### config.mk
export PLATFORM = sky130hd
export DESIGN_NAME = exp_detect
export DESIGN_NICKNAME = d
export VERILOG_FILES = /design/src/rtl/exp_detect.sv
export SDC_FILE = /design/constraint.sdc
export NUM_CORES = 1
export LEC_CHECK = 0
export CORE_ASPECT_RATIO = 0.6
export CORE_MARGIN = 8
export CORE_UTILIZATION = 55
export CTS_BUF_LIST = sky130_fd_sc_hd__clkbuf_4
export DETAILED_ROUTE_END_ITERATION = 10
export PLACE_DENSITY = 0.8
export SLEW_MARGIN = 20
export SYNTH_ARGS = -nofsm -noshare
export SYNTH_HDL_FRONTEND = slang
export SYNTH_SLANG_ARGS = --single-unit
### constraint.sdc
create_clock -name clk -period 8.6 [get_ports clk]
set_clock_uncertainty 0.2 [all_clocks]
set_input_delay 0.86 -clock clk [delete_from_list [all_inputs] [get_ports clk]]
set_output_delay 0.86 -clock clk [all_outputs]
set_load 0.02 [all_outputs]
### src/rtl/exp_detect.sv
module exp_detect #(
  parameter int DW = 16,
  parameter int EW = 8
) (
  input  logic          clk,
  input  logic          rst_n,
  input  logic          load,
  input  logic [1:0]    mode,
  input  logic [DW-1:0] din,
  input  logic          ovf,
  input  logic          carry,
  input  logic          ext_load,
  input  logic [EW-1:0] ext_val,
  output logic [EW-1:0] exp_q,
  output logic          hi_sign_q
);
  localparam int CW = $clog2(DW + 1);
  localparam logic [1:0] M_HI  = 2'b00;
  localparam logic [1:0] M_LO  = 2'b01;
  localparam logic [1:0] M_HIX = 2'b10;
  localparam logic [EW-1:0] ALL_SIGN = EW'(-(DW - 1));
  localparam logic [EW-1:0] PLUS_ONE = EW'(1);

  function automatic logic [CW-1:0] run_len(input logic [DW-1:0] v, input logic s);
    logic [CW-1:0] n;
    logic          run;
    n   = '0;
    run = 1'b1;
    for (int i = DW - 1; i >= 0; i--) begin
      if (run && (v[i] == s)) n = n + 1'b1;
      else run = 1'b0;
    end
    return n;
  endfunction

  logic [CW-1:0] hi_cnt, lo_cnt;
  logic [EW-1:0] hi_exp, lo_exp, nxt_exp;
  logic          nxt_sign;

  // The appended inverted sign bit caps the upper count at DW-1.
  assign hi_cnt = run_len({din[DW-2:0], ~din[DW-1]}, din[DW-1]);
  assign lo_cnt = run_len(din, hi_sign_q);
  assign hi_exp = EW'(0) - EW'(hi_cnt);
  assign lo_exp = ALL_SIGN - EW'(lo_cnt);

  always_comb begin
    nxt_exp  = exp_q;
    nxt_sign = hi_sign_q;
    if (ext_load) begin
      nxt_exp = ext_val;
    end else if (load) begin
      unique case (mode)
        M_HI: begin
          nxt_exp  = hi_exp;
          nxt_sign = din[DW-1];
        end
        M_HIX: begin
          nxt_exp  = ovf ? PLUS_ONE : hi_exp;
          nxt_sign = din[DW-1];
        end
        M_LO: begin
          if (exp_q == ALL_SIGN) nxt_exp = lo_exp;
        end
        default: ;
      endcase
    end
  end

  always_ff @(posedge clk) begin
    if (!rst_n) begin
      exp_q     <= '0;
      hi_sign_q <= 1'b0;
    end else begin
      exp_q     <= nxt_exp;
      hi_sign_q <= nxt_sign;
    end
  end

  p_hold_r10: assert property (@(posedge clk) disable iff (!rst_n)
    (!load && !ext_load) |=> ($stable(exp_q) && $stable(hi_sign_q)));

  p_lo_keep_r4: assert property (@(posedge clk) disable iff (!rst_n)
    (load && !ext_load && mode == M_LO && exp_q != ALL_SIGN) |=> $stable(exp_q));

  p_lo_sign_r8: assert property (@(posedge clk) disable iff (!rst_n)
    (load && mode == M_LO) |=> $stable(hi_sign_q));

  p_ovf_plus_r6: assert property (@(posedge clk) disable iff (!rst_n)
    (load && !ext_load && mode == M_HIX && ovf) |=> (exp_q == PLUS_ONE));

  p_ext_r9: assert property (@(posedge clk) disable iff (!rst_n)
    ext_load |=> (exp_q == $past(ext_val) && $stable(hi_sign_q)));
endmodule

# Word level (Yosys, flattened, before mapping)
# Index checks and enable logic that the tools add are counted.
# W data, S select, Z words.
[totals]
register_bits = 9
out_inout_bits = 9
wordCells = 175
[op_classes]
n_addsub = 32
n_eq_ne = 36
mux = 67
bitwise_logic = 2
n_reduce_logical = 36
[op_table]
columns = ["op", "count"]
rows = [
  ["$add A5 B1 Y5 const B", 29],
  ["$mux W5", 29],
  ["$eq A1 B1 Y1", 32],
  ["$mux W1", 32],
  ["$mux W8", 4],
  ["$logic_and A1 B1 Y1", 30],
  ["$pmux W8 S3", 1],
  ["$eq A8 B8 Y1 const B", 1],
  ["$sub A5 B6 Y7 const A", 1],
  ["$reduce_and A3 Y1", 2],
  ["$sub A1 B5 Y6 const A", 1],
  ["$reduce_bool A4 Y1", 1],
  ["$ne A3 B3 Y1 const B", 1],
  ["$add A1 B1 Y2 const B", 1],
  ["$eq A2 B1 Y1 const B", 1],
  ["$eq A2 B2 Y1 const B", 1],
  ["$logic_not A2 Y1", 1],
  ["$mux W2", 1],
  ["$not A1 Y1", 2],
  ["$reduce_bool A2 Y1", 1],
  ["$reduce_or A2 Y1", 1],
]

# Longest topological paths before layout
# Gate-level depths: netlist of run 1.
[depth]
ltp_word = 37
ltp_mapped = 49
depth_no_buf = 47

# Worst setup path before layout of run 1
# No wires, ideal clock.
[synth_timing]
path_kind = "input to register"
startpoint = "input din[15]"
endpoint = "register exp_q[2]"
arrival_time_ns = 9.001
required_time_ns = 8.335
slack_ns = -0.667
cell_stages = 49
cell_sequence = "buf_2 buf_4 clkbuf_1 clkbuf_1 nor2_1 a21oi_1 ha_1 a21oi_1 a21oi_1 ha_1 nand2_1 nand2_1 ha_1 mux2i_1 a21oi_1 ha_1 mux2_2 ha_1 [... 13 more ...] ha_1 mux2i_1 a21oi_1 ha_1 o21a_1 ha_1 mux2i_1 a21boi_1 ha_1 o32ai_1 a211o_1 ha_1 xor2_1 xnor2_1 a32oi_1 a211oi_1 a21oi_1 nor2b_1"
[synth_via]
elab_chain_len = 37
elab_cells_between_ends = 147
[synth_lines]
columns = ["element", "line", "text"]
rows = [
  ["from (decl)", "9", "input logic [DW-1:0] din,"],
  ["$eq A1 B1 Y1", "30", "if (run && (v[i] == s)) n = n + 1'b1;"],
  ["$mux W1", "30", ""],
  ["$add A5 B1 Y5, or another cell as far along", "30", ""],
  ["$mux W5, or another cell as far along", "30", ""],
  ["$add A5 B1 Y5 or $logic_and A1 B1 Y1 (tied branches)", "30", ""],
  ["$mux W5 or $mux W1 (tied branches)", "30", ""],
  ["$add A5 B1 Y5 or $logic_and A1 B1 Y1 (tied branches)", "30", ""],
  ["$mux W5 or $mux W1 (tied branches)", "30", ""],
  ["[... 21 more ...]", "--", ""],
  ["$mux W5 or $mux W1 (tied branches)", "30", ""],
  ["$add A5 B1 Y5 or $logic_and A1 B1 Y1 (tied branches)", "30", ""],
  ["$mux W5", "30", ""],
  ["$sub A5 B6 Y7 or $sub A1 B5 Y6 (tied branches)", "44, 43", ""],
  ["$mux W8, on equally long branches", "62, 58", ""],
  ["$pmux W8 S3 *", "52", "unique case (mode)"],
  ["$mux W8 *", "51", "end else if (load) begin"],
  ["$mux W8 *", "49", "if (ext_load) begin"],
  ["to (signal assigned)", "74", "exp_q <= nxt_exp;"],
  ["to (decl)", "14", "output logic [EW-1:0] exp_q,"],
]
# Mark *: on every way between the ends. The rest lies on a longest branch, timed or not. The select of a mux whose other input is x is not followed.
# A chain may end at the register's enable or synchronous reset.

# Final worst setup path of run 1
[layout_timing]
startpoint = "input din[13]"
endpoint = "register exp_q[2]"
[layout_via]
elab_chain_len = 36
elab_cells_between_ends = 121
[layout_lines]
columns = ["element", "line", "text"]
rows = [
  ["$eq A1 B1 Y1", "30", ""],
  ["$logic_and A1 B1 Y1", "30", ""],
  ["$mux W2 or $mux W1 (tied branches)", "30", ""],
  ["$add A5 B1 Y5 or $logic_and A1 B1 Y1 (tied branches)", "30", ""],
  ["$mux W5 or $mux W1 (tied branches)", "30", ""],
  ["$add A5 B1 Y5 or $logic_and A1 B1 Y1 (tied branches)", "30", ""],
  ["$mux W5 or $mux W1 (tied branches)", "30", ""],
  ["$add A5 B1 Y5 or $logic_and A1 B1 Y1 (tied branches)", "30", ""],
  ["[... 20 more ...]", "--", ""],
  ["$mux W5 or $mux W1 (tied branches)", "30", ""],
  ["$add A5 B1 Y5 or $logic_and A1 B1 Y1 (tied branches)", "30", ""],
  ["$mux W5", "30", ""],
  ["$sub A1 B5 Y6", "43", "assign hi_exp = EW'(0) - EW'(hi_cnt);"],
  ["$mux W8", "58", "nxt_exp = ovf ? PLUS_ONE : hi_exp;"],
  ["$pmux W8 S3 *", "52", ""],
  ["$mux W8 *", "51", ""],
  ["$mux W8 *", "49", ""],
]
# Marked as above.

==> impl_metrics.ini, run 1 <==
[die]
die_area_um2 = 10900
die_h_um = 84.2
initial_core_util = 0.576
num_rows = 24
dieWidth_um = 130
fp.coreArea_um2 = 7390
ios = 41

[logic_synthesis]
yosys.area.top_type = ha_1
syn_area_per_cell_um2 = 6.96
synth_cell_types = 85
synth_edf_count = 0
synth_seq_area_share = 0.0423
ys_warn_count = 0
synth_top_area_share = 0.0882
synth_seq_cells = 9
netlist_instances = 612
syn-num-nets = 674
ys_top_cells_by_area = ha_1 8.8%, nand2_1 7.5%, xnor2_1 6.0%
yosysMostFrequentCell = nand2_1
syn_area_um2 = 4260
synth_commonest_cells = 85 x nand2_1, 40 x nor2_1, 37 x a21oi_1, 35 x o21ai_0, 34 x nand3_1
ys.flop_type = dfxtp_1
ys_async_sr_fraction = 0

[global_route]
grt_pass1_vias = 5172
grt-ovfl-total = 0
track_usage = 0.267
grt_start_max_net_pins = 27
grt_pass1_wl_um = 24600
antenna_found_initial = 0

[critical_path]
worstPathRequired_ns = 8.60
critPathLaunchType = input port
slowest_delay_ns = 0.35
arrival_ns = 8.98
path_class = in -> reg
crit_path_end_kind = flip-flop
cp_slowest_cell = ha_1
crit_top_cell = ha_1
cp_max_fo = 2

[placement]
placed_area_um2 = 5220
io_buffer_count = 39
place_congestion = 0.886
place_hpwl_um = 10100

[route]
vias = 5559
drtAntennaViolNets = 0
wl_per_cell_um = 19.1
via_per_inst = 6.49
first_pass_iters = 6
routed_wirelength_um = 16300
drc = 0
drt_iter0_markers = 671

[status]
outcome = finished, violations left
failed_checks = negative setup slack

[sta]
post-route-period-util = 1.04
setup_slack_ns = -0.376
max_freq_mhz = 111
hold_viol_final = 0
rsz0062_at_grt = yes
tns_ns = -0.528
period_minus_slack_ns = 8.98
setup_viol = 4
slew_headroom = 0.256
final_max_slew_viol_count = 0
worst_pin_slew_ns = 1.12

[clocking]
clk_pin_slew_ns = 0.07
numCtsBuffers = 3
cts_root_buffer = clkbuf_4
cts.sinks = 9
cts_max_path_buffers = 2
cts_htree_levels = 1
cts_hold_buf = 0
cts_tree = yes
worstSkewPairLatency_ns = 0.27

[final_layout]
antenna_cells = 0
seq_area_um2 = 180
nNetsFinal = 815
multi_input_area_um2 = 4330
area_delta_synth_final_pct = 45.5
drive_above_1_share = 0.336
utilization = 0.839
fillers = 452
fin_area_um2 = 6200

[power_and_ir_drop]
ir_drop_mv = 0.0778
p_leak_nw = 2.60
power.density_nw_per_um2 = 64.0

[run]
max_cap_viol_count = 0

[worst_hold_path]
min_path_type = reg -> reg
[power by group]
group | internal [mW] | switching [mW] | leakage (nW)
clock | 0.0211 | 0.0173 | 0.0184
sequential | 0.0448 | 0.00349 | 0.0745
combinational | 0.154 | 0.156 | 2.51
[final cells by class]
class,instances,area share
clock buffers,4,0.00485
inverters,25,0.0151
flip-flops and latches,9,0.0291
well taps,104,0.0210
multi-input cells,541,0.699
repair buffers,173,0.231
[through the flow]
| step | power (mW) | setup slack (ns) | hold slack [ns] | cells |
|---|---|---|---|---|
| 6_report | 0.397 | -0.376 | 0.402 | 856 |
| 5_1_grt | 0.417 | -0.630 | 0.423 | 856 |
| 4_1_cts | 0.338 | -0.355 | 0.398 | 847 |
| 3_5_place_dp | 0.279 | -0.967 | 0.386 | 793 |
| 3_3_place_gp | 0.269 | -0.621 | 0.357 | 793 |
| 2_1_floorplan | 0.191 | -0.157 | 0.419 | 612 |
[critical path: cells and delay by family]
kind | cells | cell delay (ns)
adders and majority gates | 13 | 3.55
buffers and inverters | 3 | 0.24
and+or+nand+nor | 8 | 0.94
AOI/OAI and AO/OA | 16 | 2.14
muxes | 5 | 0.89
xor gates and xnor gates | 2 | 0.35
[cells in the final DEF (no fill, tap or decap), types with 7 or more instances in the layout]
| master | netlist | routed |
|---|---|---|
| buf_4 | 5 | 125 |
| nand2_1 | 85 | 78 |
| nor2_1 | 40 | 36 |
| clkdlybuf4s50_1 | 0 | 34 |
| nand3_1 | 34 | 32 |
| o21ai_0 | 35 | 25 |
| a21oi_1 | 37 | 25 |
| xnor2_1 | 29 | 25 |
| inv_1 | 24 | 21 |
| nor3_1 | 20 | 18 |
| ha_1 | 30 | 17 |
| xor2_1 | 18 | 15 |
| a21oi_2 | 1 | 12 |
| and3_1 | 11 | 11 |
| ha_4 | 0 | 11 |
| and2_1 | 11 | 10 |
| mux2i_1 | 12 | 10 |
| o21ai_1 | 3 | 10 |
| dfxtp_1 | 9 | 9 |
| o22ai_1 | 9 | 8 |
| nand4_1 | 8 | 8 |
| o211ai_1 | 8 | 8 |
| nor2b_1 | 8 | 8 |
| buf_6 | 0 | 8 |
| xnor3_1 | 7 | 7 |
[path summary, 6_finish.rpt]
check	from	end	slack [ns]	cells after the start
setup / recovery	din[13]	exp_q[2]	-0.38	47
hold / removal	exp_q[0]	exp_q[0]	0.40	2
setup reg to reg	hi_sign_q	exp_q[2]	0.01	42
hold reg to reg	exp_q[0]	exp_q[0]	0.40	2
[cell families after synthesis]
| kind of cell | Yosys count | synth area share |
|---|---|---|
| adders and majority gates | 33 | 0.0955 |
| muxes | 17 | 0.0414 |
| AOI/OAI and AO/OA | 161 | 0.259 |
| xor gates and xnor gates | 63 | 0.177 |
| DFF | 9 | 0.0423 |
| and+or+nand+nor | 267 | 0.322 |
| buffers and inverters | 62 | 0.0626 |
[metal layers]
metal  global-route usage  wire, µm
met5                    0         0
met4                0.113       709
met3               0.0517      1680
met2                0.422      7320
met1                0.346      6630
[state kept, by name (all words and copies together) (netlist names)]
name	flops
hi_sign_q	1
exp_q	8
[repair_timing]
action / 4_1_cts / 5_1_grt
setup buffers: 50 / 17
pin swaps: 33 / 72
gates cloned: 0 / 1
gates resized for setup: 44 / 80
setup endpoints to repair: 7 / 7
No activity file was read; power rests on OpenSTA's default activity.
==> inputs of run 2 (changes only) <==
==> constraint.sdc (replaced) <==
create_clock -name clk -period 8.6 [get_ports clk]
set_clock_uncertainty 0.2 [all_clocks]
set_input_delay 0.86 -clock clk [delete_from_list [all_inputs] [get_ports clk]]
set_output_delay 0.86 -clock clk [all_outputs]
set_load 0.1 [all_outputs]
==> run 2 against run 1 <==
Net effect: the run still ends with negative setup slack left; fmax increased by 1.9%; setup slack better by 0.16 ns; combinational power about the same; utilization down 6.3 points; non-clock buffer count decreased by 37; power fell by 0.27%; sequential cell count unchanged; sequential share of layout area is 0.30 points higher; cell count shrank 4.3%; die area stayed put; critical path type unchanged; largest cell class unchanged; largest power group unchanged.
==> impl_metrics.ini, run 2 (synthesis gave the netlist of run 1 again) <==
[status]
outcome = finished, violations left
failed_checks = negative setup slack

[route]
via_per_inst = 6.28
routed_wirelength_um = 14100
vias = 5143
wl_per_cell_um = 17.2
drt_iter0_markers = 469
drtAntennaViolNets = 0
first_pass_iters = 6
drc = 0

[critical_path]
path_class = in -> reg
crit_top_cell = ha_1
cp_max_fo = 4
slowest_delay_ns = 0.40
cp_slowest_cell = or3_4
critPathLaunchType = input port
crit_path_end_kind = flip-flop
arrival_ns = 8.82
worstPathRequired_ns = 8.60

[clocking]
cts_root_buffer = clkbuf_4
cts_max_path_buffers = 2
clk_pin_slew_ns = 0.07
cts_htree_levels = 1
cts.sinks = 9
cts_tree = yes
numCtsBuffers = 3
worstSkewPairLatency_ns = 0.27

[die]
initial_core_util = 0.576
num_rows = 24
ios = 41
die_area_um2 = 10900
dieWidth_um = 130
fp.coreArea_um2 = 7390
die_h_um = 84.2

[worst_hold_path]
min_path_type = reg -> reg

[power_and_ir_drop]
ir_drop_mv = 0.0780
power.density_nw_per_um2 = 69.1
p_leak_nw = 2.39

[final_layout]
drive_above_1_share = 0.281
largestRegisters = exp_q (8), hi_sign_q (1)
nNetsFinal = 778
registers.top_by_ff_count = exp_q
area_delta_synth_final_pct = 34.6
final_common_cell = buf_4
fin_area_um2 = 5730
instances_no_fill = 819
final_cell_mix = 95 x buf_4, 81 x nand2_1, 37 x nor2_1, 34 x clkdlybuf4s50_1, 33 x nand3_1
antenna_cells = 0
largest_reg_flops = 8

[placement]
place_hpwl_um = 9920
dp.cells = 791
placed_area_um2 = 5210
io_buffer_count = 39
place_congestion = 0.903

[sta]
worst_pin_slew_ns = 0.990
max_freq_mhz = 113
period_minus_slack_ns = 8.81
tns_ns = -0.253
slew_headroom = 0.338
final_max_slew_viol_count = 0
rsz0062_at_grt = yes
hold_slack_ns = 0.399
setup_viol = 3
post-route-period-util = 1.02
hold_viol_final = 0
setup_slack_ns = -0.211

[global_route]
grt-ovfl-total = 0
grt_pass1_vias = 4791
antenna_found_initial = 0
grt_pass1_wl_um = 22000
track_usage = 0.232
grt_start_max_net_pins = 27

[run]
max_cap_viol_count = 0
-- run 2: cell count changes in the layout (fill, tap and decap cells not counted), sizes merged --
cell and change:
buf -36, clkbuf -1
-- run 2: final timing paths --
| check | from | endpoint | slack, ns | depth (start not counted) |
|---|---|---|---|---|
| hold / removal | exp_q[0] | exp_q[0] | 0.40 | 2 |
| setup / recovery | din[14] | exp_q[2] | -0.21 | 46 |
| setup reg to reg | hi_sign_q | exp_q[2] | 0.51 | 42 |
| hold reg to reg | exp_q[0] | exp_q[0] | 0.40 | 2 |
-- run 2: metal layers --
layer,up-vias,share of wire,GRT usage
li1,2439,-,-
met1,2389,0.45,0.320
met2,268,0.44,0.377
met3,47,0.085,0.0334
met4,0,0.021,0.0440
met5,-,0,0
-- run 2: cell type report --
cell class	count	area, µm²
repair buffers	136	1120
clock buffers	4	30.0
fillers	526	1660
multi-input cells	541	4170
flip-flops and latches	9	184
well taps	104	130
inverters	25	93.8
-- run 2: report_power, final --
group / internal (mW) / switching (mW) / total, mW
clock: 0.0211 / 0.0168 / 0.0379
sequential: 0.0447 / 0.00324 / 0.0479
combinational: 0.148 / 0.162 / 0.310
total: 0.214 / 0.182 / 0.396
-- run 2: stage by stage --
stage           util  setup slack (ns)  power [mW]
2_1_floorplan      -            -0.157       0.209
3_3_place_gp   0.705            -0.604       0.287
3_5_place_dp   0.705             -1.02       0.296
4_1_cts        0.738            -0.161       0.359
5_1_grt        0.776            -0.594       0.421
6_report       0.776            -0.211       0.396
-- run 2: critical path, delay by kind of cell --
kind,cells,cell delay (ns)
fa+ha+maj,13,3.48
compound gates,16,2.08
simple gates,8,1.03
mux,5,0.84
xor+xnor,2,0.39
buf+inv,2,0.14
-- run 2: timing repair --
item                                    4_1_cts  5_1_grt
pin swaps                                    31       45
hold buffers                                  0        0
endpoints found under the setup margin        7        7
resized for setup                            40       46
buffers inserted                             18        7
==> inputs of run 3 (changes only) <==
--- a/config.mk
+++ b/config.mk
@@ -5,12 +5,14 @@
 export SDC_FILE = /design/constraint.sdc
 export NUM_CORES = 1
 export LEC_CHECK = 0
+export ABC_CLOCK_PERIOD_IN_PS = 8600
 export CORE_ASPECT_RATIO = 0.6
 export CORE_MARGIN = 8
 export CORE_UTILIZATION = 55
 export CTS_BUF_LIST = sky130_fd_sc_hd__clkbuf_4
 export DETAILED_ROUTE_END_ITERATION = 10
 export PLACE_DENSITY = 0.8
+export SKIP_CTS_REPAIR_TIMING = 1
 export SLEW_MARGIN = 20
 export SYNTH_ARGS = -nofsm -noshare
 export SYNTH_HDL_FRONTEND = slang
==> run 3 against run 2 <==
Net effect: the flow still finishes with violations (negative setup slack); die area unchanged; first-iteration DRC count is 12% higher; combinational power down 5%; worst hold slack gained 0.0076 ns; sequential cell count did not move; sequential power is essentially flat; non-clock buffer count decreased by 10; fmax up 0.36%; clock power is 2% higher; critical path type unchanged; critical endpoint unchanged; largest cell class unchanged; highest routed layer unchanged.
==> impl_metrics.ini, run 3 (synthesis gave the netlist of run 1 again) <==
[global_route]
grt_pass1_vias = 4605
track_usage = 0.221
antenna_found_initial = 0
grt_pass1_wl_um = 20900
grt-ovfl-total = 0
grt_start_max_net_pins = 27

[sta]
setup_viol = 1
max_freq_mhz = 114
hold_viol_final = 0
rsz0062_at_grt = yes
worst_pin_slew_ns = 1.00
hold_slack_ns = 0.407
slew_headroom = 0.333
post-route-period-util = 1.02
period_minus_slack_ns = 8.78
final_max_slew_viol_count = 0
setup_slack_ns = -0.180

[clocking]
cts_root_buffer = clkbuf_4
numCtsBuffers = 3
cts_max_path_buffers = 2
cts.sinks = 9
cts_htree_levels = 1
cts_tree = yes
clk_pin_slew_ns = 0.07
worstSkewPairLatency_ns = 0.27

[critical_path]
timing.reg2reg.worst_path_depth = 42
r2r_start = hi_sign_q
arrival_ns = 8.74
cp_num_buf_inv = 2
worstPathRequired_ns = 8.56
cp_max_fo = 3
crit_top_cell = ha_1
regToRegSetupSlack_ns = 0.62
slowest_delay_ns = 0.38
path_class = in -> reg
cp_slowest_cell = or3_4
crit_path_end_kind = flip-flop
r2r_end = exp_q[2]
critPathTopFamily = adder cells
critPathLaunchType = input port

[final_layout]
drive_above_1_share = 0.274
area_delta_synth_final_pct = 33.4
nNetsFinal = 768
final_cell_mix = 85 x buf_4, 78 x nand2_1, 39 x nor2_1, 34 x nand3_1, 34 x clkdlybuf4s50_1
final_common_cell = buf_4
fin_area_um2 = 5680
antenna_cells = 0
largestRegisters = exp_q (8), hi_sign_q (1)
largest_reg_flops = 8
multi_input_area_um2 = 4190
registers.top_by_ff_count = exp_q
fillers = 534
seq_area_um2 = 184

[route]
drtAntennaViolNets = 0
first_pass_iters = 5
drt_iter0_markers = 525
drc = 0
wl_per_cell_um = 16.6
vias = 5001
via_per_inst = 6.18
routed_wirelength_um = 13400

[worst_hold_path]
min_path_type = reg -> reg
whs_endpoint = exp_q[0]
holdPathStages = 2
hold_path_startpoint = exp_q[0]

[die]
die_area_um2 = 10900
initial_core_util = 0.576
ios = 41
dieWidth_um = 130
die_h_um = 84.2
fp.coreArea_um2 = 7390
num_rows = 24

[placement]
placed_area_um2 = 5210
io_buffer_count = 39
place_congestion = 0.903
place_hpwl_um = 9920

[power_and_ir_drop]
ir_drop_mv = 0.0780
power.density_nw_per_um2 = 66.7
p_leak_nw = 2.35

[status]
outcome = finished, violations left
failed_checks = negative setup slack

[run]
max_cap_viol_count = 0
## run 3: how the worst max path moves through the flow
stage / depth (start not counted) / slack (ns) / startpoint / end
finish: 46 / -0.18 / din[13] / exp_q[2]
detailed placement: 47 / -1.02 / din[13] / exp_q[2]
global route: 46 / -0.57 / din[12] / exp_q[2]
global placement: 48 / -0.60 / din[13] / exp_q[2]
floorplan: 49 / -0.16 / din[15] / exp_q[2]
CTS: 47 / -0.79 / din[13] / exp_q[2]
## run 3: final cells by class
type | instances | share of cell area
flip-flops and latches | 9 | 0.0324
clock buffers | 4 | 0.00529
inverters | 25 | 0.0165
multi-input cells | 541 | 0.738
repair buffers | 126 | 0.185
well taps | 104 | 0.0229
## run 3: through the flow
| step | setup TNS, ns | setup slack, ns | total power, mW | instances | util |
|---|---|---|---|---|---|
| floorplan | -0.157 | -0.157 | 0.209 | 612 | - |
| global placement | -2.64 | -0.604 | 0.287 | 791 | 0.705 |
| detailed placement | -4.97 | -1.02 | 0.296 | 791 | 0.705 |
| CTS | -3.28 | -0.790 | 0.334 | 795 | 0.709 |
| global route | -1.70 | -0.568 | 0.404 | 809 | 0.769 |
| finish | -0.180 | -0.180 | 0.379 | 809 | 0.769 |
## run 3: worst min-delay path, cell delays in order, from the launching register on
cell and delay, ns:
dfxtp_1 0.33, mux2i_1 0.14, a21oi_1 0.08
## run 3: metal layers
| metal | share of wire | GRT usage |
|---|---|---|
| met2 | 0.45 | 0.351 |
| met4 | 0.013 | 0.0346 |
| met5 | 0 | 0 |
| met1 | 0.46 | 0.313 |
| met3 | 0.078 | 0.0303 |
## run 3: where the power goes
part	internal, mW	switching [mW]
Combinational	0.136	0.156
Sequential	0.0447	0.00336
Clock	0.0211	0.0174
